--- src/rtl/ifr_pkg.sv ---
package ifr_pkg;

  localparam int unsigned RESP_W      = 36;
  localparam int unsigned FRAME_SLOTS = 500;
  localparam int unsigned TAG_W       = 4;
  localparam int unsigned LEN_W       = 6;
  localparam int unsigned HDR_W       = TAG_W + LEN_W;

  typedef enum logic [1:0] {
    PH_IDLE,
    PH_RESP,
    PH_STRM,
    PH_FILL
  } ifr_phase_e;

  // payload bits a stream sends in one frame
  function automatic int unsigned strm_bits(int unsigned blk_w, logic dbl);
    return dbl ? 2 * blk_w : blk_w;
  endfunction

  // value of the length field: payload rounded up to whole bytes
  function automatic int unsigned strm_bytes(int unsigned blk_w, logic dbl);
    return (strm_bits(blk_w, dbl) + 7) / 8;
  endfunction

  // slots a whole stream occupies: header plus padded payload
  function automatic int unsigned strm_slots(int unsigned blk_w, logic dbl);
    return HDR_W + 8 * strm_bytes(blk_w, dbl);
  endfunction

endpackage

--- src/rtl/ifr_sof_detect.sv ---
module ifr_sof_detect (
  input  logic clk_i,
  input  logic rst_ni,
  input  logic sync_i,
  output logic sof_o
);

  logic sync_q;

  always_ff @(posedge clk_i or negedge rst_ni) begin
    if (!rst_ni) sync_q <= 1'b0;
    else         sync_q <= sync_i;
  end

  assign sof_o = sync_i & ~sync_q;

  AST_SOF_ISOLATED: assert property (@(posedge clk_i) disable iff (!rst_ni)
    sof_o |=> !sof_o);

endmodule

--- src/rtl/ifr_admit.sv ---
module ifr_admit
  import ifr_pkg::*;
#(
  parameter int unsigned NUM_STRM = 5,
  parameter int unsigned BLK_W    = 60
) (
  input  logic [NUM_STRM-1:0] valid_i,
  input  logic [NUM_STRM-1:0] dbl_i,
  output logic [NUM_STRM-1:0] admit_o
);

  // greedy fit in ascending index; an oversize stream does not block later ones
  always_comb begin
    int unsigned used;
    used    = RESP_W;
    admit_o = '0;
    for (int s = 0; s < int'(NUM_STRM); s++) begin
      if (valid_i[s] && (used + strm_slots(BLK_W, dbl_i[s]) <= FRAME_SLOTS)) begin
        admit_o[s] = 1'b1;
        used       = used + strm_slots(BLK_W, dbl_i[s]);
      end
    end
  end

endmodule

--- src/rtl/ifr_lane.sv ---
module ifr_lane
  import ifr_pkg::*;
#(
  parameter int unsigned BLK_W = 60,
  parameter int unsigned POS_W = 8
) (
  input  logic                 clk_i,
  input  logic                 rst_ni,
  input  logic                 load_i,
  input  logic [TAG_W-1:0]     tag_i,
  input  logic                 dbl_i,
  input  logic [2*BLK_W-1:0]   data_i,
  input  logic [POS_W-1:0]     pos_i,
  output logic                 bit_o,
  output logic                 last_o
);

  localparam int unsigned PAY_W = 2 * BLK_W;
  localparam int unsigned TOT_W = HDR_W + 8 * ((PAY_W + 7) / 8);
  localparam int unsigned PAD_W = TOT_W - HDR_W - PAY_W;

  logic [TAG_W-1:0] tag_q;
  logic             dbl_q;
  logic [PAY_W-1:0] pay_q;
  logic [PAY_W-1:0] pay_sel;
  logic [LEN_W-1:0] len;
  logic [TOT_W-1:0] vec;
  logic [TOT_W-1:0] vec_sh;

  always_ff @(posedge clk_i or negedge rst_ni) begin
    if (!rst_ni) begin
      tag_q <= '0;
      dbl_q <= 1'b0;
      pay_q <= '0;
    end else if (load_i) begin
      tag_q <= tag_i;
      dbl_q <= dbl_i;
      pay_q <= data_i;
    end
  end

  // single-block rate: lower block forced to zero so it reads as padding
  assign pay_sel = dbl_q ? pay_q : {pay_q[PAY_W-1 -: BLK_W], {BLK_W{1'b0}}};
  assign len     = LEN_W'(strm_bytes(BLK_W, dbl_q));

  // whole stream image, MSB is the first bit on the line
  always_comb begin
    vec    = TOT_W'({tag_q, len, pay_sel}) << PAD_W;
    vec_sh = vec << pos_i;
    bit_o  = vec_sh[TOT_W-1];
  end

  assign last_o = (32'(pos_i) + 32'd1 == strm_slots(BLK_W, dbl_q));

endmodule

--- src/rtl/ifr_seq.sv ---
module ifr_seq
  import ifr_pkg::*;
#(
  parameter int unsigned NUM_STRM = 5,
  parameter int unsigned POS_W    = 8,
  parameter int unsigned IDX_W    = 3
) (
  input  logic                clk_i,
  input  logic                rst_ni,
  input  logic                sof_i,
  input  logic [NUM_STRM-1:0] admit_i,
  input  logic                resp_valid_i,
  input  logic [RESP_W-1:0]   resp_data_i,
  input  logic [NUM_STRM-1:0] lane_bit_i,
  input  logic [NUM_STRM-1:0] lane_last_i,
  output logic [POS_W-1:0]    pos_o,
  output logic [IDX_W-1:0]    cur_o,
  output logic                sdi_o
);

  localparam int unsigned SLOT_W = $clog2(FRAME_SLOTS);

  ifr_phase_e          ph_q;
  logic [SLOT_W-1:0]   slot_q;
  logic [POS_W-1:0]    pos_q;
  logic [IDX_W-1:0]    cur_q;
  logic [NUM_STRM-1:0] admit_q;
  logic [RESP_W-1:0]   resp_q;
  logic                sdi_q;

  logic [IDX_W-1:0]    first_idx;
  logic                first_ok;
  logic [IDX_W-1:0]    next_idx;
  logic                next_ok;
  logic [RESP_W-1:0]   resp_sh;
  logic                bit_now;
  logic                resp_end;
  logic                frame_end;

  // lowest admitted stream, and lowest admitted stream above the current one
  always_comb begin
    first_idx = '0;
    first_ok  = 1'b0;
    next_idx  = '0;
    next_ok   = 1'b0;
    for (int i = 0; i < int'(NUM_STRM); i++) begin
      if (admit_q[i] && !first_ok) begin
        first_idx = IDX_W'(i);
        first_ok  = 1'b1;
      end
      if (admit_q[i] && !next_ok && (i > int'(cur_q))) begin
        next_idx = IDX_W'(i);
        next_ok  = 1'b1;
      end
    end
  end

  always_comb begin
    resp_sh = resp_q << pos_q;
    unique case (ph_q)
      PH_RESP: bit_now = resp_sh[RESP_W-1];
      PH_STRM: bit_now = lane_bit_i[cur_q];
      default: bit_now = 1'b0;
    endcase
  end

  assign resp_end  = (pos_q == POS_W'(RESP_W - 1));
  assign frame_end = (slot_q == '0);

  always_ff @(posedge clk_i or negedge rst_ni) begin
    if (!rst_ni) begin
      ph_q    <= PH_IDLE;
      slot_q  <= '0;
      pos_q   <= '0;
      cur_q   <= '0;
      admit_q <= '0;
      resp_q  <= '0;
      sdi_q   <= 1'b0;
    end else if (sof_i) begin
      ph_q    <= PH_RESP;
      slot_q  <= SLOT_W'(FRAME_SLOTS - 1);
      pos_q   <= '0;
      cur_q   <= '0;
      admit_q <= admit_i;
      resp_q  <= resp_valid_i ? resp_data_i : '0;
      sdi_q   <= 1'b0;
    end else if (ph_q != PH_IDLE) begin
      sdi_q  <= bit_now;
      slot_q <= slot_q - 1'b1;
      if (frame_end) begin
        ph_q <= PH_IDLE;
      end else begin
        unique case (ph_q)
          PH_RESP: begin
            if (resp_end) begin
              pos_q <= '0;
              cur_q <= first_idx;
              ph_q  <= first_ok ? PH_STRM : PH_FILL;
            end else begin
              pos_q <= pos_q + 1'b1;
            end
          end
          PH_STRM: begin
            if (lane_last_i[cur_q]) begin
              pos_q <= '0;
              cur_q <= next_idx;
              ph_q  <= next_ok ? PH_STRM : PH_FILL;
            end else begin
              pos_q <= pos_q + 1'b1;
            end
          end
          default: ;
        endcase
      end
    end else begin
      sdi_q <= 1'b0;
    end
  end

  assign pos_o = pos_q;
  assign cur_o = cur_q;
  assign sdi_o = sdi_q;

  AST_SOF_STARTS_RESP: assert property (@(posedge clk_i) disable iff (!rst_ni)
    sof_i |=> (ph_q == PH_RESP && slot_q == SLOT_W'(FRAME_SLOTS - 1)));

  AST_STRM_ADMITTED: assert property (@(posedge clk_i) disable iff (!rst_ni)
    (ph_q == PH_STRM) |-> admit_q[cur_q]);

  AST_NO_TRUNCATION: assert property (@(posedge clk_i) disable iff (!rst_ni)
    (ph_q == PH_STRM && frame_end) |-> lane_last_i[cur_q]);

  AST_QUIET_AFTER_STREAMS: assert property (@(posedge clk_i) disable iff (!rst_ni)
    ((ph_q == PH_FILL || ph_q == PH_IDLE) && !sof_i) |=> !sdi_o);

endmodule

--- src/rtl/ifr_top.sv ---
module ifr_top
  import ifr_pkg::*;
#(
  parameter int unsigned NUM_STRM = 5,
  parameter int unsigned CH_CNT   = 3,
  parameter int unsigned SMP_W    = 20,
  localparam int unsigned BLK_W   = CH_CNT * SMP_W,
  localparam int unsigned PAY_W   = 2 * BLK_W
) (
  input  logic                       clk_i,
  input  logic                       rst_ni,
  input  logic                       sync_i,
  input  logic                       resp_valid_i,
  input  logic [35:0]                resp_data_i,
  output logic                       resp_ready_o,
  input  logic [NUM_STRM*4-1:0]      cfg_tag_i,
  input  logic [NUM_STRM-1:0]        cfg_dbl_i,
  input  logic [NUM_STRM-1:0]        in_valid_i,
  input  logic [NUM_STRM*PAY_W-1:0]  in_data_i,
  output logic [NUM_STRM-1:0]        in_ready_o,
  output logic                       sdi_o
);

  localparam int unsigned MAX_SLOTS = HDR_W + 8 * ((PAY_W + 7) / 8);
  localparam int unsigned POS_MAX   = (MAX_SLOTS > RESP_W) ? MAX_SLOTS : RESP_W;
  localparam int unsigned POS_W     = $clog2(POS_MAX + 1);
  localparam int unsigned IDX_W     = (NUM_STRM > 1) ? $clog2(NUM_STRM) : 1;

  logic                sof;
  logic [NUM_STRM-1:0] admit;
  logic [NUM_STRM-1:0] lane_bit;
  logic [NUM_STRM-1:0] lane_last;
  logic [POS_W-1:0]    pos;
  logic [IDX_W-1:0]    cur;

  ifr_sof_detect u_sof (
    .clk_i  (clk_i),
    .rst_ni (rst_ni),
    .sync_i (sync_i),
    .sof_o  (sof)
  );

  ifr_admit #(
    .NUM_STRM (NUM_STRM),
    .BLK_W    (BLK_W)
  ) u_admit (
    .valid_i (in_valid_i),
    .dbl_i   (cfg_dbl_i),
    .admit_o (admit)
  );

  for (genvar s = 0; s < int'(NUM_STRM); s++) begin : g_lane
    ifr_lane #(
      .BLK_W (BLK_W),
      .POS_W (POS_W)
    ) u_lane (
      .clk_i  (clk_i),
      .rst_ni (rst_ni),
      .load_i (sof & in_valid_i[s]),
      .tag_i  (cfg_tag_i[s*TAG_W +: TAG_W]),
      .dbl_i  (cfg_dbl_i[s]),
      .data_i (in_data_i[s*PAY_W +: PAY_W]),
      .pos_i  (pos),
      .bit_o  (lane_bit[s]),
      .last_o (lane_last[s])
    );
  end

  ifr_seq #(
    .NUM_STRM (NUM_STRM),
    .POS_W    (POS_W),
    .IDX_W    (IDX_W)
  ) u_seq (
    .clk_i        (clk_i),
    .rst_ni       (rst_ni),
    .sof_i        (sof),
    .admit_i      (admit),
    .resp_valid_i (resp_valid_i),
    .resp_data_i  (resp_data_i),
    .lane_bit_i   (lane_bit),
    .lane_last_i  (lane_last),
    .pos_o        (pos),
    .cur_o        (cur),
    .sdi_o        (sdi_o)
  );

  assign resp_ready_o = sof;
  assign in_ready_o   = {NUM_STRM{sof}};

  AST_READY_ONE_CYCLE: assert property (@(posedge clk_i) disable iff (!rst_ni)
    resp_ready_o |=> (!resp_ready_o && in_ready_o == '0));

endmodule

--- config.mk ---
export PLATFORM = sky130hd
export DESIGN_NAME = ifr_top
export DESIGN_NICKNAME = d
export VERILOG_FILES = /design/src/rtl/ifr_pkg.sv /design/src/rtl/ifr_sof_detect.sv /design/src/rtl/ifr_admit.sv /design/src/rtl/ifr_lane.sv /design/src/rtl/ifr_seq.sv /design/src/rtl/ifr_top.sv
export SDC_FILE = /design/constraint.sdc
export NUM_CORES = 1
export LEC_CHECK = 0
export ABC_AREA = 1
export ABC_CLOCK_PERIOD_IN_PS = 6100
export BUFFER_PORTS_ARGS = -buffer_cell sky130_fd_sc_hd__buf_2
export CAP_MARGIN = 40
export CORE_ASPECT_RATIO = 1.4
export CORE_UTILIZATION = 31
export DETAILED_ROUTE_END_ITERATION = 12
export SYNTH_ARGS = -nofsm -noshare
export SYNTH_HDL_FRONTEND = slang
export SYNTH_SLANG_ARGS = --single-unit
--- constraint.sdc ---
create_clock -name clk_i -period 6.1 [get_ports clk_i]
set_input_delay 1.22 -clock clk_i [delete_from_list [all_inputs] [get_ports clk_i]]
set_output_delay 1.22 -clock clk_i [all_outputs]
set_load 0.02 [all_outputs]
==> reports/qor.csv, run 1 <==
metric,value,unit
Netlist cell types,59,
Cells on Worst Hold Path,2,
worst-path fanout max,7,
"Seq/Total Area, Yosys",50.6,%
Initial DRC Count,2026,
critical path class,in -> reg,
# rows,143,
Comb pwr share,37.5,%
ranking of synthesized cells by area,"dfrtp_1 51%, o21ai_0 9.5%, nand2_1 8.9%",
max-slew violation count,0,
min-delay worst type,reg -> reg,
Leakage,19.9,nW
Sequential Power Share,35.2,%
Met3 Wirelength,9300,um
First-pass DRT Iterations,6,
CTS Hold Bufs,0,
clock sinks,690,
vias per inst,4.91,
cell family with the largest share of critical-path delay,simple AND/OR/NAND/NOR gates,
netlist area before placement,34100,um2
Final setup viols,1,
worst-margin pin slew,1.00,ns
gpl congestion,0.818,
Int Power,10.1,mW
critical hold path startpoint,g_lane[0].u_lane.pay_q[113]$_DFFE_PN0P_,
ys async rst share,100,%
CTS tree,done,
power density over cell area,395,nW/um2
Clk pwr share,27.3,%
maximum clock frequency,131,MHz
total CTS buffers,75,
Syn Inst Count,3920,
clk_lat worst skew,0.65,ns
GRT Residual Overflow,0,
outcome,"finished, violations left",
first-pass GRT wire length,186000,um
"commonest non-fill, non-tap cell in the layout",nand2_1,
pin count of the biggest net entering global routing,188,
VDD IR-drop max,280,uV
Die Y,395,um
TNS Setup,-1.56,ns
Tmin final,7.66,ns
max cap viols,0,
Worst path max stage delay,0.33,ns
Final Skew,0.0201,ns
die area,111000,um2
"commonest non-fill, non-tap cells in the layout","795 x nand2_1, 686 x dfrtp_1, 674 x buf_2",
root buffer cell,clkbuf_16,
crit share post-route,126,%
post-detail-place hpwl,90400,um
R2R setup slack,2.12,ns
DRC,0,
total track usage,22.5,%
unrepaired setup endpoints after global routing,yes,
Slew headroom,33.0,%
most numerous cell on the critical path,nand2_1,
Mean Syn Cell Area,8.70,um2
DR top layer,met5,
Sw Ratio,39.8,%
FF-to-FF path depth,16,
"Endpoint, Worst Hold",g_lane[0].u_lane.pay_q[113]$_DFFE_PN0P_,
Vias,29900,
Switch Pwr,6.67,mW
layout cells sized above 1,28.4,%
Nets,5264,
register bit total from synthesis,690,
WP buf/inv,8,
ys flop type,dfrtp_1,
CTS H-tree lvls,3,
WP depth,56,
Yosys top cell area share,50.6,%
total power,16.8,mW
"Area growth, synth to finish",24.4,%
clock slew seen by the registers of the worst setup and hold paths,0.06,ns
met2 wire len,62000,um
width of the chip,282,um
initial antenna violation count,71,
vias in the first global route,29800,
"non-filler cells, final",6084,
Worst Path Arrival,8.24,ns
Syn Nets,4633,
"EDFF count, synth",0,
Inst Count DP,5906,
YS warnings,0,
Metal-1 WL,51100,um
worst reg2reg path endpoint,u_seq.sdi_o$_DFF_PN0_,
port bufs,676,
num ports,677,
drt total wl,127000,um
startpoint types,input pin,
Final WS setup,-1.56,ns
remaining antenna violation count,0,
Max Buffers Root-to-Sink,3,
Core Area,109000,um2
Hold Fails Final Rpt,0,
Required @ worst endpoint,6.68,ns
leading area contributor after synthesis,dfrtp_1,
Worst R2R Start,u_seq.pos_o[2]$_DFFE_PN0P_,
CP endpoint kind,flop,
Hold WS,0.464,ns
initial core utilization,31.4,%
WL per Instance,20.9,um
"Max stage delay cell, worst path",ha_4,
violated checks,negative setup slack,
-- tightest hold or removal path: stages, from the launching register on --
cell and delay, ns:
dfrtp_1 0.34, nand2_1 0.05, nand2_1 0.04
-- power groups by stage --
stage / Combinational (mW) / Sequential (mW) / Clock [mW]
4_1_cts: 6.26 / 5.91 / 4.69
5_1_grt: 7.00 / 6.00 / 4.85
3_3_place_gp: 6.10 / 5.97 / 0
2_1_floorplan: 3.88 / 5.69 / 0
6_report: 6.30 / 5.90 / 4.57
3_5_place_dp: 6.23 / 5.99 / 0
-- worst max path at each step --
stage / from / to
floorplan: in_valid_i[0] / u_seq.admit_q[4]$_DFFE_PN0P_
global placement: in_valid_i[0] / u_seq.admit_q[4]$_DFFE_PN0P_
detailed placement: in_valid_i[0] / u_seq.admit_q[4]$_DFFE_PN0P_
CTS: in_valid_i[0] / u_seq.admit_q[4]$_DFFE_PN0P_
global route: in_valid_i[0] / u_seq.admit_q[4]$_DFFE_PN0P_
finish: in_valid_i[0] / u_seq.admit_q[4]$_DFFE_PN0P_
-- cell usage after synthesis, drive strengths merged (3+ instances only) --
cell     number
nand2       815
dfrtp       690
o21ai       669
inv         410
a21oi       300
mux2        266
nand3       177
buf         168
nor2        134
clkbuf       92
ha           42
o211ai       39
nor3         14
nand4        13
o22ai        12
a31oi        11
a32oi        10
nand3b        8
xor2          7
o311ai        6
or2           5
nor4          4
o2111ai       4
o31ai         4
a221oi        3
-- cell families after synthesis --
kind of cell / count (synthesis) / share of synthesized area, %
muxes: 266 / 8.78
and+or+nand+nor: 1174 / 14.2
AOI/OAI and AO/OA: 1068 / 16.5
adders and majority gates: 43 / 1.60
xor gates and xnor gates: 9 / 0.231
buffers and inverters: 670 / 8.13
DFF: 690 / 50.6
-- layout make-up --
class                           instances  area, um2
Antenna cell                           28       70.1
Clock inverter                         22        193
Multi-Input combinational cell       2561      14500
Timing Repair Buffer                  813       4770
Inverter                              410       1560
Tap cell                             1450       1810
Fill cell                           11200      66300
Clock buffer                          110       2250
Sequential cell                       690      17300
-- flip-flops by register name (all words and copies together), names as in the netlist --
signal	flops
u_seq.cur_o	3
u_seq.resp_q	36
u_seq.ph_q	2
u_seq.pos_o	8
u_seq.admit_q	5
g_lane.u_lane.tag_q	20
u_seq.sdi_o	1
u_sof.sync_q	1
g_lane.u_lane.dbl_q	5
u_seq.slot_q	9
g_lane.u_lane.pay_q	600
-- metal layers --
| metal | vias up | global-route usage, % |
|---|---|---|
| li1 | 14300 | - |
| met1 | 14300 | 27.2 |
| met2 | 887 | 37.3 |
| met3 | 258 | 6.07 |
| met4 | 70 | 9.84 |
| met5 | - | 0 |
-- per-stage QoR --
step           cell area, um2  util [%]  worst slack (ns)
2_1_floorplan           34300         -             -1.64
3_3_place_gp            39400      36.2             -2.44
3_5_place_dp            39600      36.4             -2.50
4_1_cts                 42000      38.7             -1.59
6_report                42400      39.0             -1.56
5_1_grt                 42400      39.0             -2.10
-- repair_timing --
item,in CTS,in global routing
pin swaps,9,59
cloned,1,0
endpoints found under the setup margin,2,2
buffers inserted,1,16
gates resized for setup,5,59
Note: power is estimated with default switching activity, not from simulation.
==> run 2: changes to the inputs <==
--- a/config.mk
+++ b/config.mk
@@ -6,7 +6,7 @@
 export NUM_CORES = 1
 export LEC_CHECK = 0
 export ABC_AREA = 1
-export ABC_CLOCK_PERIOD_IN_PS = 6100
+export ABC_CLOCK_PERIOD_IN_PS = 9100
 export BUFFER_PORTS_ARGS = -buffer_cell sky130_fd_sc_hd__buf_2
 export CAP_MARGIN = 40
 export CORE_ASPECT_RATIO = 1.4
==> constraint.sdc (replaced) <==
create_clock -name clk_i -period 9.1 [get_ports clk_i]
set_input_delay 1.82 -clock clk_i [delete_from_list [all_inputs] [get_ports clk_i]]
set_output_delay 1.82 -clock clk_i [all_outputs]
set_load 0.02 [all_outputs]
==> run 2 against run 1 <==
Net effect:
- the run now ends clean
- core utilization is 0.54 points lower
- total power is 33% lower
- sequential share of layout area is 0.57 points higher
- die area stayed put
- first-iteration DRC count is 17% lower
- critical path depth stayed put
==> reports/qor.csv, run 2 (synthesis gave the netlist of run 1 again) <==
metric,value,unit,change
clock sinks,690,,unchanged
Slew headroom,29.1,%,-4.0 points
Tmin final,8.52,ns,
Max Buffers Root-to-Sink,3,,unchanged
max cap viols,0,,unchanged
critical hold path startpoint,g_lane[0].u_lane.pay_q[42]$_DFFE_PN0P_,,
worst-margin pin slew,1.06,ns,+0.0598 ns
Nets,5231,,-0.63%
total CTS buffers,76,,+1.3%
vias in the first global route,29900,,+0.44%
gpl congestion,0.843,,+3.0%
DRC,0,,unchanged
drt total wl,129000,um,+1.1%
# rows,143,,unchanged
remaining antenna violation count,0,,unchanged
Core Area,109000,um2,unchanged
vias per inst,4.91,,about the same
worst-path fanout max,6,,-1
initial antenna violation count,72,,+1.4%
total power,11.2,mW,-33%
Place WS,-0.526,ns,+1.97 ns
"Area growth, synth to finish",22.7,%,
TNS Setup,0,ns,+1.56 ns
FF-to-FF path depth,15,,-1
power density over cell area,267,nW/um2,-32%
initial core utilization,31.4,%,unchanged
Worst R2R Start,u_seq.pos_o[2]$_DFFE_PN0P_,,
Largest register FFs,600,,unchanged
startpoint types,input pin,,
Final setup viols,0,,-1
Largest regs,"g_lane.u_lane.pay_q (600), u_seq.resp_q (36), g_lane.u_lane.tag_q (20)",,
Initial DRC Count,1691,,-17%
die area,111000,um2,unchanged
worst reg2reg path endpoint,u_seq.sdi_o$_DFF_PN0_,,
Final Skew,0.0212,ns,+0.00114 ns
CP endpoint kind,flop,,
"commonest non-fill, non-tap cell in the layout",nand2_1,,
Worst Path Arrival,9.12,ns,+0.88 ns
Final WS setup,0.577,ns,+2.14 ns
"Max stage delay cell, worst path",fa_1,,
outcome,finished clean,,
max-slew violation count,0,,unchanged
min-delay worst type,reg -> reg,,
num ports,677,,unchanged
"non-filler cells, final",6056,,-0.46%
Leakage,19.6,nW,-1.2%
width of the chip,282,um,unchanged
"commonest non-fill, non-tap cells in the layout","805 x nand2_1, 686 x dfrtp_1, 676 x buf_2",,
total track usage,22.9,%,+0.36 points
Inst Count DP,5881,,-0.42%
layout cells sized above 1,27.0,%,-1.3 points
First-pass DRT Iterations,5,,-1
Required @ worst endpoint,9.70,ns,+3.02 ns
crit share post-route,93.7,%,
critical path class,in -> reg,,
CTS H-tree lvls,3,,unchanged
R2R setup slack,4.58,ns,+2.46 ns
clk_lat worst skew,0.66,ns,about the same
most numerous cell on the critical path,nand2_1,,
"Endpoint, Worst Hold",g_lane[0].u_lane.pay_q[42]$_DFFE_PN0P_,,
Hold Fails Final Rpt,0,,unchanged
CTS tree,done,,
Die Y,395,um,unchanged
pin count of the biggest net entering global routing,185,,-1.6%
VDD IR-drop max,164,uV,-42%
Vias,29700,,-0.50%
first-pass GRT wire length,189000,um,+1.2%
maximum clock frequency,117,MHz,
Worst path max stage delay,0.38,ns,+0.05 ns
port bufs,676,,unchanged
post-detail-place hpwl,90200,um,-0.22%
Biggest register,g_lane.u_lane.pay_q,,
WL per Instance,21.2,um,+1.6%
GRT Residual Overflow,0,,unchanged
Cells on Worst Hold Path,2,,unchanged
clock slew seen by the registers of the worst setup and hold paths,0.06,ns,about the same
root buffer cell,clkbuf_16,,
fin util,38.5,%,-0.54 points
run 2: cell type report:
| cell class | instances | area [um2] |
|---|---|---|
| Clock inverter | 17 | 151 |
| Fill cell | 11100 | 66900 |
| Multi-Input combinational cell | 2561 | 14300 |
| Sequential cell | 690 | 17300 |
| Tap cell | 1450 | 1810 |
| Inverter | 410 | 1560 |
| Timing Repair Buffer | 779 | 4360 |
| Clock buffer | 114 | 2280 |
| Antenna cell | 35 | 87.6 |
run 2: report_power, final:
group | internal (mW) | leakage [nW] | switching (mW)
Combinational | 1.37 | 10.0 | 2.80
Clock | 1.76 | 1.20 | 1.31
Sequential | 3.61 | 8.39 | 0.328
run 2: worst max-delay path by stage:
stage	from	end	depth (start not counted)
global route	in_valid_i[0]	u_seq.admit_q[4]$_DFFE_PN0P_	60
detailed placement	in_valid_i[0]	u_seq.admit_q[4]$_DFFE_PN0P_	55
finish	in_valid_i[0]	u_seq.admit_q[4]$_DFFE_PN0P_	56
CTS	in_valid_i[0]	u_seq.admit_q[4]$_DFFE_PN0P_	55
floorplan	in_valid_i[0]	u_seq.admit_q[4]$_DFFE_PN0P_	58
global placement	in_valid_i[0]	u_seq.admit_q[4]$_DFFE_PN0P_	55
run 2: what timing repair did:
item / in CTS / in global routing
hold buffers: 0 / 0
buffers inserted: 0 / 7
gates resized for setup: 0 / 35
endpoints found under the hold margin: 0 / 0
setup endpoints to repair: 0 / 1
run 2: worst max-delay path: cells and delay by family:
kind,cells,cell delay [ns]
and+or+nand+nor,33,3.45
adders and majority gates,7,2.09
buffers and inverters,11,1.07
AOI/OAI and AO/OA,4,0.52
xor gates and xnor gates,1,0.17
run 2: layer usage:
layer | wire length, um | track usage (%) | share of wire (%) | vias to the layer above
li1 | - | - | - | 14200
met1 | 53200 | 28.4 | 41 | 14300
met2 | 61900 | 37.9 | 48 | 878
met3 | 7960 | 4.59 | 6.2 | 256
met4 | 5150 | 10.6 | 4.0 | 56
met5 | 369 | 0 | 0.29 | -
run 2: per-stage QoR:
| step | hold slack (ns) | instance area [um2] |
|---|---|---|
| after global routing | 0.478 | 41800 |
| final | 0.463 | 41900 |
| after detailed placement | 0.453 | 39100 |
| after floorplan | 0.437 | 34100 |
| after CTS | 0.468 | 41500 |
| after global placement | 0.451 | 38900 |
==> run 3: changes to the inputs <==
--- a/config.mk
+++ b/config.mk
@@ -10,8 +10,9 @@
 export BUFFER_PORTS_ARGS = -buffer_cell sky130_fd_sc_hd__buf_2
 export CAP_MARGIN = 40
 export CORE_ASPECT_RATIO = 1.4
-export CORE_UTILIZATION = 31
+export CORE_UTILIZATION = 40
 export DETAILED_ROUTE_END_ITERATION = 12
+export PLACE_DENSITY_LB_ADDON = 0.25
 export SYNTH_ARGS = -nofsm -noshare
 export SYNTH_HDL_FRONTEND = slang
 export SYNTH_SLANG_ARGS = --single-unit
==> run 3 against run 2 <==
Net effect:
- setup slack improved by 0.14 ns
- non-clock buffer count fell by 8
- sequential share of layout area rose by 0.53 points
- final cell count fell by 6.3%
- total power fell by 0.52%
- core utilization rose by 11 points
- critical path depth fell by 2
- clock power rose by 2%
- die area fell by 22%
- global-route usage rose by 4.8 points
- critical path type unchanged
- critical endpoint unchanged
==> reports/qor.csv, run 3 (synthesis gave the netlist of run 1 again) <==
metric,value,unit,change
initial antenna violation count,35,,-51%
Final setup viols,0,,unchanged
TNS Setup,0,ns,unchanged
Cells on Worst Hold Path,2,,unchanged
"Max stage delay cell, worst path",fa_1,,
Reg area,17300,um2,unchanged
Inst Count DP,5512,,-6.3%
Biggest register,g_lane.u_lane.pay_q,,
worst reg2reg path endpoint,u_seq.sdi_o$_DFF_PN0_,,
Nets,5220,,-0.21%
port bufs,676,,unchanged
"Area growth, synth to finish",21.1,%,
outcome,finished clean,,
CTS tree,done,,
Final Skew,0.0180,ns,-0.00317 ns
power density over cell area,269,nW/um2,+0.76%
FF-to-FF path depth,16,,+1
max-slew violation count,0,,unchanged
R2R setup slack,4.39,ns,-0.19 ns
die area,86500,um2,-22%
post-detail-place hpwl,84700,um,-6.2%
total track usage,27.7,%,+4.8 points
Leakage,19.6,nW,-0.26%
vias in the first global route,29400,,-1.8%
Vias,29700,,-0.024%
Sw Ratio,39.3,%,-0.44 points
root buffer cell,clkbuf_16,,
Hold Fails Final Rpt,0,,unchanged
vias per inst,5.24,,+6.7%
total CTS buffers,73,,-3.9%
Comb pwr share,36.6,%,-0.7 points
Tmin final,8.39,ns,-0.137 ns
initial core utilization,40.5,%,+9.1 points
worst-path fanout max,6,,unchanged
VDD IR-drop max,196,uV,+20%
max cap viols,0,,unchanged
clk_lat worst skew,0.64,ns,-0.02 ns
WP buf/inv,7,,-4
width of the chip,249,um,-12%
# rows,126,,-12%
CP endpoint kind,flop,,
critical hold path startpoint,g_lane[0].u_lane.pay_q[21]$_DFFE_PN0P_,,
layout cells sized above 1,27.0,%,-0.052 points
drt total wl,121000,um,-5.8%
WP depth,54,,-3.6%
critical path class,in -> reg,,
First-pass DRT Iterations,7,,+2
gpl congestion,0.843,,about the same
"commonest non-fill, non-tap cells in the layout","805 x nand2_1, 686 x dfrtp_1, 675 x buf_2",,
Worst Path Arrival,8.96,ns,-0.16 ns
Core Area,84300,um2,-22%
Required @ worst endpoint,9.67,ns,-0.03 ns
clock slew seen by the registers of the worst setup and hold paths,0.07,ns,about the same
"commonest non-fill, non-tap cell in the layout",nand2_1,,
Max Buffers Root-to-Sink,3,,unchanged
Largest register FFs,600,,unchanged
most numerous cell on the critical path,nand2_1,,
DRC,0,,unchanged
worst-margin pin slew,1.05,ns,-0.0155 ns
WL per Instance,21.3,um,+0.51%
Die Y,348,um,-12%
"non-filler cells, final",5675,,-6.3%
multi-input gate area in the final layout,14300,um2,about the same
Worst path max stage delay,0.39,ns,about the same
Clk pwr share,28.2,%,+0.7 points
startpoint types,input pin,,
CTS H-tree lvls,3,,unchanged
maximum clock frequency,119,MHz,+1.6%
min-delay worst type,reg -> reg,,
CTS Hold Bufs,0,,unchanged
"Endpoint, Worst Hold",g_lane[0].u_lane.pay_q[21]$_DFFE_PN0P_,,
cell family with the largest share of critical-path delay,simple AND/OR/NAND/NOR gates,,
remaining antenna violation count,0,,unchanged
Slew headroom,30.1,%,+1.0 points
Largest regs,"g_lane.u_lane.pay_q (600), u_seq.resp_q (36), g_lane.u_lane.tag_q (20)",,
fill cell total of the finished layout,8255,,-26%
Worst R2R Start,u_seq.pos_o[2]$_DFFE_PN0P_,,
total power,11.1,mW,-0.52%
GRT Residual Overflow,0,,unchanged
clock sinks,690,,unchanged
Initial DRC Count,2289,,+35%
Switch Pwr,4.37,mW,-1.6%
num ports,677,,unchanged
Sequential Power Share,35.2,%,about the same
crit share post-route,92.2,%,-1.5 points
first-pass GRT wire length,182000,um,-3.6%
pin count of the biggest net entering global routing,196,,+5.9%
Int Power,6.75,mW,+0.20%
## run 3: cell types whose count changed in the layout (fill, tap and decap cells not counted), moves of 5 or more
cell | before | now
bufinv_16 | 1 | 6
inv_6 | 1 | 6
diode_2 | 35 | 22
clkinvlp_4 | 0 | 6
buf_4 | 88 | 82
clkbuf_16 | 80 | 75
## run 3: repair_timing
item,in CTS,in global routing
endpoints found under the setup margin,1,1
gates resized for setup,1,34
cloned,0,1
pin swaps,0,14
setup buffers,0,7
## run 3: worst min-delay path: cells and delay by family (launching register included)
| kind | cells | cell delay (ns) |
|---|---|---|
| AND/OR/NAND/NOR | 2 | 0.10 |
| flip-flops | 1 | 0.34 |
## run 3: power by group through the flow
stage / Sequential, mW / Clock (mW) / Combinational, mW
finish: 3.92 / 3.14 / 4.06
global route: 3.98 / 3.31 / 4.51
CTS: 3.92 / 3.20 / 4.08
detailed placement: 3.97 / 0 / 4.06
global placement: 3.95 / 0 / 4.00
floorplan: 3.81 / 0 / 2.58
## run 3: how the worst max path moves through the flow
stage,from,endpoint,slack [ns]
floorplan,in_valid_i[0],u_seq.admit_q[4]$_DFFE_PN0P_,0.22
global placement,in_valid_i[0],u_seq.admit_q[4]$_DFFE_PN0P_,-0.64
detailed placement,in_valid_i[0],u_seq.admit_q[4]$_DFFE_PN0P_,-0.66
CTS,in_valid_i[0],u_seq.admit_q[4]$_DFFE_PN0P_,0.04
global route,in_valid_i[0],u_seq.admit_q[4]$_DFFE_PN0P_,-0.008
finish,in_valid_i[0],u_seq.admit_q[4]$_DFFE_PN0P_,0.71
## run 3: final cells by class
| cell class | instances | share of cell area, % |
|---|---|---|
| sequential | 690 | 41.8 |
| clock buffer | 103 | 5.11 |
| antenna | 22 | 0.133 |
| timing repair buffer | 771 | 10.3 |
| inverter | 410 | 3.76 |
| tap | 1088 | 3.29 |
| clock inverter | 30 | 0.917 |
| multi-input combinational | 2561 | 34.7 |
## run 3: layer usage
| metal | up-vias | part of all wire (%) | GRT usage (%) |
|---|---|---|---|
| met5 | - | 0.20 | 0 |
| met4 | 36 | 2.4 | 9.11 |
| met3 | 178 | 5.9 | 5.32 |
| met2 | 844 | 49 | 46.6 |
| met1 | 14400 | 42 | 35.8 |
| li1 | 14200 | - | - |
## run 3: per-stage QoR
stage	utilization [%]	setup slack (ns)	cell area (um2)	hold slack, ns
4_1_cts	48.7	0.0397	41100	0.469
2_1_floorplan	-	0.220	34100	0.437
3_3_place_gp	45.6	-0.641	38500	0.450
5_1_grt	49.0	-0.00844	41300	0.489
6_report	49.0	0.714	41300	0.467
3_5_place_dp	45.7	-0.657	38600	0.453
